$ cat src/rtl/uic_pkg.sv
package uic_pkg;
  localparam int unsigned DATA_W  = 32;
  localparam int unsigned ADDR_W  = 5;
  localparam int unsigned LVL_FLD = 8;

  localparam logic [ADDR_W-1:0] OFS_LEVEL = 5'h04;
  localparam logic [ADDR_W-1:0] OFS_STAT  = 5'h08;
  localparam logic [ADDR_W-1:0] OFS_CTRL  = 5'h0C;
  localparam logic [ADDR_W-1:0] OFS_RATE  = 5'h10;

  localparam int unsigned STAT_W   = 6;
  localparam int unsigned ST_TXREQ = 0;
  localparam int unsigned ST_RXTRG = 1;
  localparam int unsigned ST_RXTMO = 2;
  localparam int unsigned ST_ERR0  = 3;
  localparam int unsigned N_ERR    = 3;
  localparam int unsigned ST_FORCE = 6;

  typedef struct packed {
    logic [4:0] smp_ofs;
    logic       brk;
    logic       err_en;
    logic       rx_en;
    logic       tx_en;
    logic [2:0] rx_sel;
    logic [1:0] tx_sel;
  } ctrl_t;

  localparam int unsigned CTRL_W = $bits(ctrl_t);
endpackage

$ cat src/rtl/uic_ctrl_regs.sv
module uic_ctrl_regs
  import uic_pkg::*;
#(
  parameter int unsigned         RATE_W   = 8,
  parameter logic [RATE_W-1:0]   RATE_RST = '1
) (
  input  logic              clk,
  input  logic              rst_n,
  input  logic              ctrl_we,
  input  logic              rate_we,
  input  logic [CTRL_W-1:0] ctrl_wd,
  input  logic [RATE_W-1:0] rate_wd,
  output ctrl_t             ctrl_q,
  output logic [RATE_W-1:0] rate_q
);
  ctrl_t             ctrl_d;
  logic [RATE_W-1:0] rate_d;

  always_comb begin
    ctrl_d = ctrl_q;
    rate_d = rate_q;
    if (ctrl_we) ctrl_d = ctrl_t'(ctrl_wd);
    if (rate_we) rate_d = rate_wd;
  end

  always_ff @(posedge clk or negedge rst_n) begin
    if (!rst_n) begin
      ctrl_q <= '0;
      rate_q <= RATE_RST;
    end else begin
      if (ctrl_we) ctrl_q <= ctrl_d;
      if (rate_we) rate_q <= rate_d;
    end
  end
endmodule

$ cat src/rtl/uic_status.sv
module uic_status
  import uic_pkg::*;
#(
  parameter int unsigned LVL_W = 8
) (
  input  logic              clk,
  input  logic              rst_n,
  input  logic [STAT_W-1:0] clr_i,
  input  logic              force_i,
  input  logic [LVL_W-1:0]  tx_level_i,
  input  logic [1:0]        tx_sel_i,
  input  logic              rx_trig_i,
  input  logic              rx_tmo_i,
  input  logic [N_ERR-1:0]  err_evt_i,
  output logic [STAT_W-1:0] stat_o
);
  logic [LVL_W-1:0]  thr;
  logic              below_d, below_q;
  logic [STAT_W-1:0] stat_d, stat_q;

  always_comb begin
    if (tx_sel_i == 2'd0) thr = '0;
    else                  thr = LVL_W'(1) << ({1'b0, tx_sel_i} + 3'd1);
    below_d = (tx_level_i <= thr);
  end

  always_comb begin
    stat_d[ST_TXREQ] = (below_d && !below_q) || force_i ||
                       (stat_q[ST_TXREQ] && !clr_i[ST_TXREQ]);
    stat_d[ST_RXTRG] = rx_trig_i;
    stat_d[ST_RXTMO] = rx_tmo_i;
  end

  for (genvar g = 0; g < N_ERR; g++) begin : g_err
    always_comb begin
      stat_d[ST_ERR0+g] = err_evt_i[g] ||
                          (stat_q[ST_ERR0+g] && !clr_i[ST_ERR0+g]);
    end
  end

  always_ff @(posedge clk or negedge rst_n) begin
    if (!rst_n) begin
      stat_q  <= '0;
      below_q <= 1'b1;
    end else begin
      stat_q  <= stat_d;
      below_q <= below_d;
    end
  end

  assign stat_o = stat_q;
endmodule

$ cat src/rtl/uic_irq_gate.sv
module uic_irq_gate
  import uic_pkg::*;
(
  input  logic [STAT_W-1:0] stat_i,
  input  logic              tx_en_i,
  input  logic              rx_en_i,
  input  logic              err_en_i,
  output logic              irq_o
);
  logic tx_term, rx_term, err_term;

  always_comb begin
    tx_term  = stat_i[ST_TXREQ] && tx_en_i;
    rx_term  = (stat_i[ST_RXTRG] || stat_i[ST_RXTMO]) && rx_en_i;
    err_term = (|stat_i[ST_ERR0 +: N_ERR]) && err_en_i;
    irq_o    = tx_term || rx_term || err_term;
  end
endmodule

$ cat src/rtl/uart_irq_ctrl_regs.sv
module uart_irq_ctrl_regs
  import uic_pkg::*;
#(
  parameter int unsigned       LVL_W    = 8,
  parameter int unsigned       RATE_W   = 8,
  parameter logic [RATE_W-1:0] RATE_RST = 8'hFF
) (
  input  logic              clk,
  input  logic              rst_n,
  input  logic [4:0]        bus_addr,
  input  logic              bus_wr,
  input  logic [31:0]       bus_wdata,
  output logic [31:0]       bus_rdata,
  input  logic [LVL_W-1:0]  tx_level_i,
  input  logic [LVL_W-1:0]  rx_level_i,
  input  logic              rx_trig_i,
  input  logic              rx_tmo_i,
  input  logic              fe_pulse_i,
  input  logic              brk_pulse_i,
  input  logic              ovr_pulse_i,
  output logic              irq_o,
  output logic              brk_o,
  output logic [1:0]        tx_trig_sel_o,
  output logic [2:0]        rx_trig_sel_o,
  output logic [4:0]        smp_ofs_o,
  output logic [RATE_W-1:0] rate_o
);
  logic rst_meta, rst_sync_n;

  always_ff @(posedge clk or negedge rst_n) begin
    if (!rst_n) begin
      rst_meta   <= 1'b0;
      rst_sync_n <= 1'b0;
    end else begin
      rst_meta   <= 1'b1;
      rst_sync_n <= rst_meta;
    end
  end

  logic              wr_stat, wr_ctrl, wr_rate;
  logic [STAT_W-1:0] clr_vec;
  logic              set_force;
  ctrl_t             ctrl_q;
  logic [STAT_W-1:0] stat_q;
  logic              en_tx, en_rx, en_err;
  logic              unused_wdata;

  always_comb begin
    wr_stat   = bus_wr && (bus_addr == OFS_STAT);
    wr_ctrl   = bus_wr && (bus_addr == OFS_CTRL);
    wr_rate   = bus_wr && (bus_addr == OFS_RATE);
    clr_vec   = wr_stat ? bus_wdata[STAT_W-1:0] : '0;
    set_force = wr_stat && bus_wdata[ST_FORCE];
  end

  assign unused_wdata = ^bus_wdata[DATA_W-1:CTRL_W];

  uic_ctrl_regs #(
    .RATE_W   (RATE_W),
    .RATE_RST (RATE_RST)
  ) u_ctrl (
    .clk     (clk),
    .rst_n   (rst_sync_n),
    .ctrl_we (wr_ctrl),
    .rate_we (wr_rate),
    .ctrl_wd (bus_wdata[CTRL_W-1:0]),
    .rate_wd (bus_wdata[RATE_W-1:0]),
    .ctrl_q  (ctrl_q),
    .rate_q  (rate_o)
  );

  uic_status #(
    .LVL_W (LVL_W)
  ) u_stat (
    .clk        (clk),
    .rst_n      (rst_sync_n),
    .clr_i      (clr_vec),
    .force_i    (set_force),
    .tx_level_i (tx_level_i),
    .tx_sel_i   (ctrl_q.tx_sel),
    .rx_trig_i  (rx_trig_i),
    .rx_tmo_i   (rx_tmo_i),
    .err_evt_i  ({ovr_pulse_i, brk_pulse_i, fe_pulse_i}),
    .stat_o     (stat_q)
  );

  assign en_tx  = ctrl_q.tx_en;
  assign en_rx  = ctrl_q.rx_en;
  assign en_err = ctrl_q.err_en;

  uic_irq_gate u_irq (
    .stat_i   (stat_q),
    .tx_en_i  (en_tx),
    .rx_en_i  (en_rx),
    .err_en_i (en_err),
    .irq_o    (irq_o)
  );

  always_comb begin
    bus_rdata = '0;
    unique case (bus_addr)
      OFS_LEVEL: begin
        bus_rdata[LVL_W-1:0]         = rx_level_i;
        bus_rdata[LVL_FLD +: LVL_W]  = tx_level_i;
      end
      OFS_STAT: bus_rdata[STAT_W-1:0] = stat_q;
      OFS_CTRL: bus_rdata[CTRL_W-1:0] = ctrl_q;
      OFS_RATE: bus_rdata[RATE_W-1:0] = rate_o;
      default:  bus_rdata = '0;
    endcase
  end

  assign brk_o         = ctrl_q.brk;
  assign tx_trig_sel_o = ctrl_q.tx_sel;
  assign rx_trig_sel_o = ctrl_q.rx_sel;
  assign smp_ofs_o     = ctrl_q.smp_ofs;
endmodule

$ cat config.mk
export PLATFORM = sky130hd
export DESIGN_NAME = uart_irq_ctrl_regs
export DESIGN_NICKNAME = d
export VERILOG_FILES = /design/src/rtl/uic_pkg.sv /design/src/rtl/uic_ctrl_regs.sv /design/src/rtl/uic_status.sv /design/src/rtl/uic_irq_gate.sv /design/src/rtl/uart_irq_ctrl_regs.sv
export SDC_FILE = /design/constraint.sdc
export NUM_CORES = 1
export LEC_CHECK = 0
export BUFFER_PORTS_ARGS = -buffer_cell sky130_fd_sc_hd__buf_2
export CORE_UTILIZATION = 36
export DETAILED_ROUTE_END_ITERATION = 8
export MAX_ROUTING_LAYER = met4
export PLACE_DENSITY = 0.68
export SLEW_MARGIN = 10
export SYNTH_ARGS = -nofsm -noshare
export SYNTH_HDL_FRONTEND = slang
export SYNTH_HIERARCHICAL = 1
export SYNTH_SLANG_ARGS = --single-unit
$ cat constraint.sdc
create_clock -name clk -period 1.3 [get_ports clk]
set_input_delay 0.065 -clock clk [delete_from_list [all_inputs] [get_ports clk]]
set_output_delay 0.065 -clock clk [all_outputs]
set_load 0.02 [all_outputs]
==> results_dict.tcl, run 1 <==
set metrics [dict create \
    status "finished, violations left" \
    violations "setup timing" \
    antenna_found_initial 0 \
    p_per_area_nw_per_um2 1120 \
    coreArea_um2 4880 \
    rrSetupSlack_ns -0.27 \
    cts_tree "built" \
    fmax_ghz 0.635 \
    r2r-end "u_stat/stat_o[0]" \
    path_max_fanout 2 \
    p_total_mw 3.39 \
    dp_slack_ns -0.322 \
    clkTransAtPathRegs_ns 0.07 \
    grt_pass1_vias 1576 \
    final_util 0.620 \
    drt_iter0_drc 69 \
    insertion_delay_ns 0.28 \
    antenna_left 0 \
    hp-start "bus_wdata[12]" \
    crit_path_end_kind "output port" \
    finalSetupTns_ns -1.54 \
    hold_violations 0 \
    min_to "u_ctrl/ctrl_q[12]" \
    hold_depth 2 \
    grt.total_usage 0.199 \
    min_path_type "primary input to flop" \
    antenna_cells 0 \
    drive_gt1_frac 0.627 \
    cts_num_sinks 31 \
    die_w_um 74.2 \
    initial_core_util 0.384 \
    critPathLaunchType "flop" \
    fin_ws_ns -0.275 \
    first_pass_iters 4 \
    cp_data_arrival_time_ns 1.51 \
    crit_path_start "u_ctrl/ctrl_q[4]" \
    maxCapViolCount 0 \
    nets 352 \
    vias_per_cell 4.68 \
    critical_path_class "flop to output port" \
    row_count 25 \
    gp_congestion 0.840 \
    setup_violations 19 \
    grt_pass1_wl_um 7710 \
    syn_to_final_growth_pct 61.3 \
    port_buffers 78 \
    dieArea_um2 5500 \
    dp_hpwl_um 3650 \
    grt_remaining_overflow 0 \
    vias 1643 \
    ir_drop_v 0.000882 \
    wl_um 5330 \
    wl_per_cell_um 15.2 \
    rsz0062_at_grt "true" \
    cts_made_buffers 5 \
    syn_inst 163 \
    reg2reg_from "u_ctrl/ctrl_q[1]" \
    syn_area_um2 1880 \
    synth.avg_cell_area_um2 11.5 \
    htreeDepth 2 \
    fill_cells 403 \
    fin_skew_ns 0.00613 \
    finalCritPeriodShare 1.21 \
    cts_root_buf "clkbuf_8" \
    die_h_um 74.2 \
    cp.required_ns 1.24 \
    ios 113 \
    reg2reg_depth 6 \
    slew_violations 0 \
    clock_path_buffers 2 \
    period_minus_slack_ns 1.58 \
    yosysWarningCount 6 \
    p_leak_nw 1.47 \
    grt_max_degree 21 \
    drc_errors 0 \
]
[worst max-delay path, stage by stage, from the launching register on]
cell,delay (ns)
dfrtp_2,0.40
mux2_4,0.26
and3_4,0.17
a221o_1,0.27
buf_6,0.13
[report_power, final]
group	total, mW	internal [mW]	switching (mW)
registers	1.28	1.15	0.128
clock network	0.989	0.620	0.369
logic	1.12	0.565	0.550
total	3.39	2.34	1.05
[cell type report]
class / count / area [µm²] / area share
inverters: 6 / 22.5 / 0.00744
repair buffers: 114 / 833 / 0.275
flip-flops and latches: 31 / 790 / 0.261
well taps: 67 / 83.8 / 0.0277
multi-input cells: 125 / 1180 / 0.390
clock inverters: 2 / 35.0 / 0.0116
clock buffers: 6 / 82.6 / 0.0273
[per-layer routing]
metal  part of all wire  global-route usage  wire [µm]
met1               0.45               0.255       2400
met2               0.50               0.327       2670
met3              0.038              0.0325        203
met4              0.011              0.0513         58
met5                  0                   -          0
[flip-flops by register name, summed over array words and instances (netlist names)]
name and flops:
u_ctrl/ctrl_q 14, u_ctrl/rate_q 8, u_stat/stat_o 6, rst_meta 1, rst_sync_n 1, u_stat/below_q 1
[worst max path at each step]
stage / endpoint / cells after the start
5_1_grt: u_stat/stat_o[0] / 7
3_5_place_dp: u_ctrl/ctrl_q[8] / 5
6_report: bus_rdata[4] / 4
3_3_place_gp: u_ctrl/ctrl_q[1] / 5
4_1_cts: bus_rdata[4] / 4
2_1_floorplan: u_ctrl/ctrl_q[0] / 6
[timing repair]
action,CTS,global route
pin swaps,20,15
setup buffers,8,6
resized for setup,52,21
hold buffers,6,0
cloned,2,0
setup endpoints to repair,33,29
hold endpoints to repair,7,0
[per-stage QoR]
| stage | hold slack [ns] | cell area, µm² | instances |
|---|---|---|---|
| 2_1_floorplan | -0.231 | 1990 | 181 |
| 3_3_place_gp | -0.143 | 2480 | 326 |
| 3_5_place_dp | -0.145 | 2480 | 326 |
| 4_1_cts | 0.00883 | 2940 | 349 |
| 5_1_grt | 0.00779 | 3030 | 351 |
| 6_report | 0.0161 | 3030 | 351 |
[layout by cell type, fill, tap and decap left out, types with 9 or more instances in the layout]
master   instances
mux2_4           9
buf_2           59
dfstp_2          9
buf_6           24
conb_1          22
buf_4           23
dfrtp_1         20
mux2_2          14
No activity file was read; power rests on OpenSTA's default activity.
==> inputs of run 2 (changes only) <==
- MAX_ROUTING_LAYER: met4 -> not set
==> results_dict.tcl, run 2 (same netlist as run 1, synthesis figures left out) <==
set metrics [dict create \
    final_area_um2 3030 \
    first_pass_iters 4 \
    dp_slack_ns -0.322 \
    largest_register_ffs 14 \
    grt_max_degree 21 \
    hold_violations 0 \
    rrSetupSlack_ns -0.27 \
    drc_errors 0 \
    cp_data_arrival_time_ns 1.51 \
    die_h_um 74.2 \
    antenna_found_initial 0 \
    hold_depth 2 \
    insertion_delay_ns 0.28 \
    syn_to_final_growth_pct 61.3 \
    fin_ws_ns -0.274 \
    antenna_left 0 \
    clock_path_buffers 2 \
    finalSetupTns_ns -1.53 \
    final_cells 351 \
    grt_pass1_wl_um 7720 \
    port_buffers 78 \
    htreeDepth 2 \
    ios 113 \
    cts_num_sinks 31 \
    ir_drop_v 0.000883 \
    path_max_fanout 2 \
    hp-start "bus_wdata[12]" \
    final_util 0.620 \
    cts_root_buf "clkbuf_8" \
    finalCritPeriodShare 1.21 \
    fin_skew_ns 0.00519 \
    wl_um 5350 \
    vias 1662 \
    maxCapViolCount 0 \
    regMostFlops "u_ctrl/ctrl_q" \
    drive_gt1_frac 0.627 \
    violations "setup timing" \
    grt_remaining_overflow 0 \
    grt.total_usage 0.193 \
    wl_per_cell_um 15.3 \
    finalHoldWorstSlack_ns 0.0158 \
    reg2reg_from "u_ctrl/ctrl_q[1]" \
    cp.required_ns 1.24 \
    dp_hpwl_um 3650 \
    r2r-end "u_stat/stat_o[0]" \
    dp_cells 326 \
    die_w_um 74.2 \
    critPathLaunchType "flop" \
    nets 352 \
    crit_path_end_kind "output port" \
    layout_common_cells "59 x buf_2, 24 x buf_6, 23 x buf_4" \
    dieArea_um2 5500 \
    min_to "u_ctrl/ctrl_q[12]" \
    rsz0062_at_grt "true" \
    setup_violations 19 \
    clkTransAtPathRegs_ns 0.07 \
    p_leak_nw 1.47 \
    fmax_ghz 0.635 \
    cts_made_buffers 5 \
    reg2reg_depth 6 \
    slew_violations 0 \
    initial_core_util 0.384 \
    fill_cells 403 \
    vias_per_cell 4.74 \
    gp_congestion 0.828 \
    antenna_cells 0 \
    cts_tree "built" \
    layout_commonest_cell "buf_2" \
    coreArea_um2 4880 \
    p_total_mw 3.38 \
    period_minus_slack_ns 1.57 \
    critical_path_class "flop to output port" \
    row_count 25 \
    drt_iter0_drc 63 \
    p_per_area_nw_per_um2 1120 \
    status "finished, violations left" \
    min_path_type "primary input to flop" \
    post_dp_cell_area_um2 2480 \
    grt_pass1_vias 1578 \
]
## run 2: what timing repair did
| action | 4_1_cts | 5_1_grt |
|---|---|---|
| endpoints found under the hold margin | 7 | 0 |
| cloned | 2 | 0 |
| hold buffers | 6 | 0 |
| resized for setup | 52 | 21 |
| setup endpoints to repair | 33 | 29 |
| pin swaps | 20 | 15 |
| setup buffers | 8 | 6 |
## run 2: cell type report
| class | instances | area, µm² | share of cell area |
|---|---|---|---|
| clock buffer | 6 | 82.6 | 0.0273 |
| tap | 67 | 83.8 | 0.0277 |
| inverter | 6 | 22.5 | 0.00744 |
| timing repair buffer | 114 | 833 | 0.275 |
| sequential | 31 | 790 | 0.261 |
| multi-input combinational | 125 | 1180 | 0.390 |
| clock inverter | 2 | 35.0 | 0.0116 |
## run 2: critical path, stage by stage, from the launching register on
cell	delay (ns)
dfrtp_2	0.40
mux2_4	0.26
and3_4	0.17
a221o_1	0.27
buf_6	0.13
## run 2: power breakdown
part	internal, mW	total, mW	leakage, nW	switching [mW]
logic	0.565	1.12	1.06	0.551
registers	1.15	1.28	0.352	0.127
clock network	0.620	0.988	0.0612	0.368
## run 2: how the worst max path moves through the flow
stage	from	end	slack, ns	cells past startpoint
after floorplan	bus_addr[4]	u_ctrl/ctrl_q[0]	-0.29	6
after global placement	bus_addr[4]	u_ctrl/ctrl_q[1]	-0.30	5
after detailed placement	bus_addr[4]	u_ctrl/ctrl_q[8]	-0.32	5
after CTS	u_ctrl/ctrl_q[4]	bus_rdata[4]	-0.28	4
after global routing	u_ctrl/ctrl_q[0]	u_stat/stat_o[0]	-0.32	7
final	u_ctrl/ctrl_q[4]	bus_rdata[4]	-0.27	4
## run 2: metal layers
layer,global-route usage,vias to the layer above,routed length (µm)
met5,0,-,0
li1,-,796,-
met2,0.327,75,2670
met1,0.253,784,2350
met3,0.0366,7,270
met4,0.0513,0,66
==> inputs of run 3 (changes only) <==
- RECOVER_POWER: not set -> 100
==> results_dict.tcl, run 3 (same netlist as run 1, synthesis figures left out) <==
set metrics [dict create \
    status "finished, violations left" \
    violations "setup timing" \
    clkTransAtPathRegs_ns 0.07 \
    layout_common_cells "41 x buf_2, 25 x buf_6, 22 x conb_1" \
    coreArea_um2 4880 \
    nets 352 \
    clock_path_buffers 2 \
    hold_depth 2 \
    r2r-end "u_stat/stat_o[0]" \
    dp_slack_ns -0.322 \
    setup_violations 21 \
    finalCritPeriodShare 1.21 \
    cts_root_buf "clkbuf_8" \
    wl_per_cell_um 15.1 \
    layout_commonest_cell "buf_2" \
    wl_um 5300 \
    p_switching_mw 1.05 \
    grt_remaining_overflow 0 \
    grt_use_met2 0.327 \
    rsz0062_at_grt "true" \
    syn_to_final_growth_pct 59.1 \
    rrSetupSlack_ns -0.27 \
    hold_violations 0 \
    gp_congestion 0.828 \
    path_buf_inv 1 \
    drive_gt1_frac 0.556 \
    p_per_area_nw_per_um2 1120 \
    cts_num_sinks 31 \
    grt_pass1_wl_um 7720 \
    largest_register_ffs 14 \
    port_buffers 78 \
    min_to "u_ctrl/ctrl_q[10]" \
    antenna_cells 0 \
    grt_max_degree 21 \
    clkPwrFrac 0.295 \
    period_minus_slack_ns 1.58 \
    reg2reg_depth 6 \
    vias_per_cell 4.74 \
    vias 1662 \
    reg2reg_from "u_ctrl/ctrl_q[1]" \
    grt_use_met3 0.0366 \
    insertion_delay_ns 0.28 \
    antenna_found_initial 0 \
    htreeDepth 2 \
    crit_family "flip-flops" \
    crit_path_end_kind "output port" \
    drt_iter0_drc 61 \
    initial_core_util 0.384 \
    critPathSlowestCell "dfrtp_2" \
    cts_made_buffers 5 \
    dp_hpwl_um 3650 \
    die_h_um 74.2 \
    cp_data_arrival_time_ns 1.51 \
    critical_path_class "flop to output port" \
    seqPwrFrac 0.383 \
    busiest_layer "met2" \
    dieArea_um2 5500 \
    fin_ws_ns -0.276 \
    maxCapViolCount 0 \
    ir_drop_v 0.000877 \
    path_cells "mux2_4, and3_4, a221o_1, buf_6" \
    grt_pass1_vias 1578 \
    fin_skew_ns 0.00670 \
    first_pass_iters 4 \
    antenna_left 0 \
    row_count 25 \
    p_sw_frac 0.313 \
    ios 113 \
    intPower_mw 2.30 \
    cp.required_ns 1.24 \
    path_max_fanout 2 \
    die_w_um 74.2 \
    finalSetupTns_ns -1.55 \
    slew_violations 0 \
    cpPeakStageDelay_ns 0.40 \
    drc_errors 0 \
    regMostFlops "u_ctrl/ctrl_q" \
    power.share.combinational 0.322 \
    p_leak_nw 1.40 \
    min_path_type "primary input to flop" \
    grt_use_met1 0.253 \
    fill_cells 418 \
    hp-start "bus_wdata[10]" \
    fmax_ghz 0.634 \
    grt.total_usage 0.193 \
    cts_tree "built" \
    crit_path_start "u_ctrl/ctrl_q[4]" \
    critPathLaunchType "flop" \
]
## run 3: repair_timing
action,4_1_cts,5_1_grt
gates cloned,2,0
gates resized for setup,52,21
buffers inserted,8,6
pin swaps,20,15
hold endpoints to repair,7,0
hold buffers,6,0
endpoints found under the setup margin,33,29
## run 3: metal layers
metal	routed length, µm	vias up
li1	-	795
met3	276	7
met2	2650	77
met5	0	-
met4	66	0
met1	2300	783
## run 3: cell type report
cell class / instances / area, µm² / area share
multi-input cells: 125 / 1180 / 0.395
repair buffers: 114 / 792 / 0.265
flip-flops and latches: 31 / 790 / 0.265
well taps: 67 / 83.8 / 0.0281
clock buffers: 6 / 82.6 / 0.0277
clock inverters: 2 / 35.0 / 0.0117
inverters: 6 / 22.5 / 0.00755
## run 3: per-stage QoR
stage	cell area [µm²]	power [mW]	utilization	hold WS, ns	instances
after detailed placement	2480	2.16	0.508	-0.145	326
after global placement	2480	2.14	0.508	-0.143	326
after CTS	2940	3.29	0.603	0.00883	349
after global routing	2980	3.51	0.612	0.00779	351
final	2980	3.35	0.612	0.0161	351
after floorplan	1990	1.85	-	-0.231	181
## run 3: worst register-to-register path, cell delays in order (launching register included)
cell and delay, ns:
dfrtp_2 0.45, nand2b_4 0.17, ha_4 0.27, nand4_1 0.07, or2_1 0.27, o21a_1 0.19, o31ai_1 0.06
## run 3: worst max-delay path by stage
stage,endpoint,cells past startpoint
finish,bus_rdata[4],4
global route,u_stat/stat_o[0],7
CTS,bus_rdata[4],4
detailed placement,u_ctrl/ctrl_q[8],5
global placement,u_ctrl/ctrl_q[1],5
floorplan,u_ctrl/ctrl_q[0],6
## run 3: power by group through the flow
stage | Combinational, mW | Sequential, mW | Clock, mW
floorplan | 0.422 | 1.43 | 0
global placement | 0.864 | 1.28 | 0
detailed placement | 0.870 | 1.29 | 0
CTS | 1.02 | 1.27 | 1.00
global route | 1.17 | 1.30 | 1.05
finish | 1.08 | 1.28 | 0.990
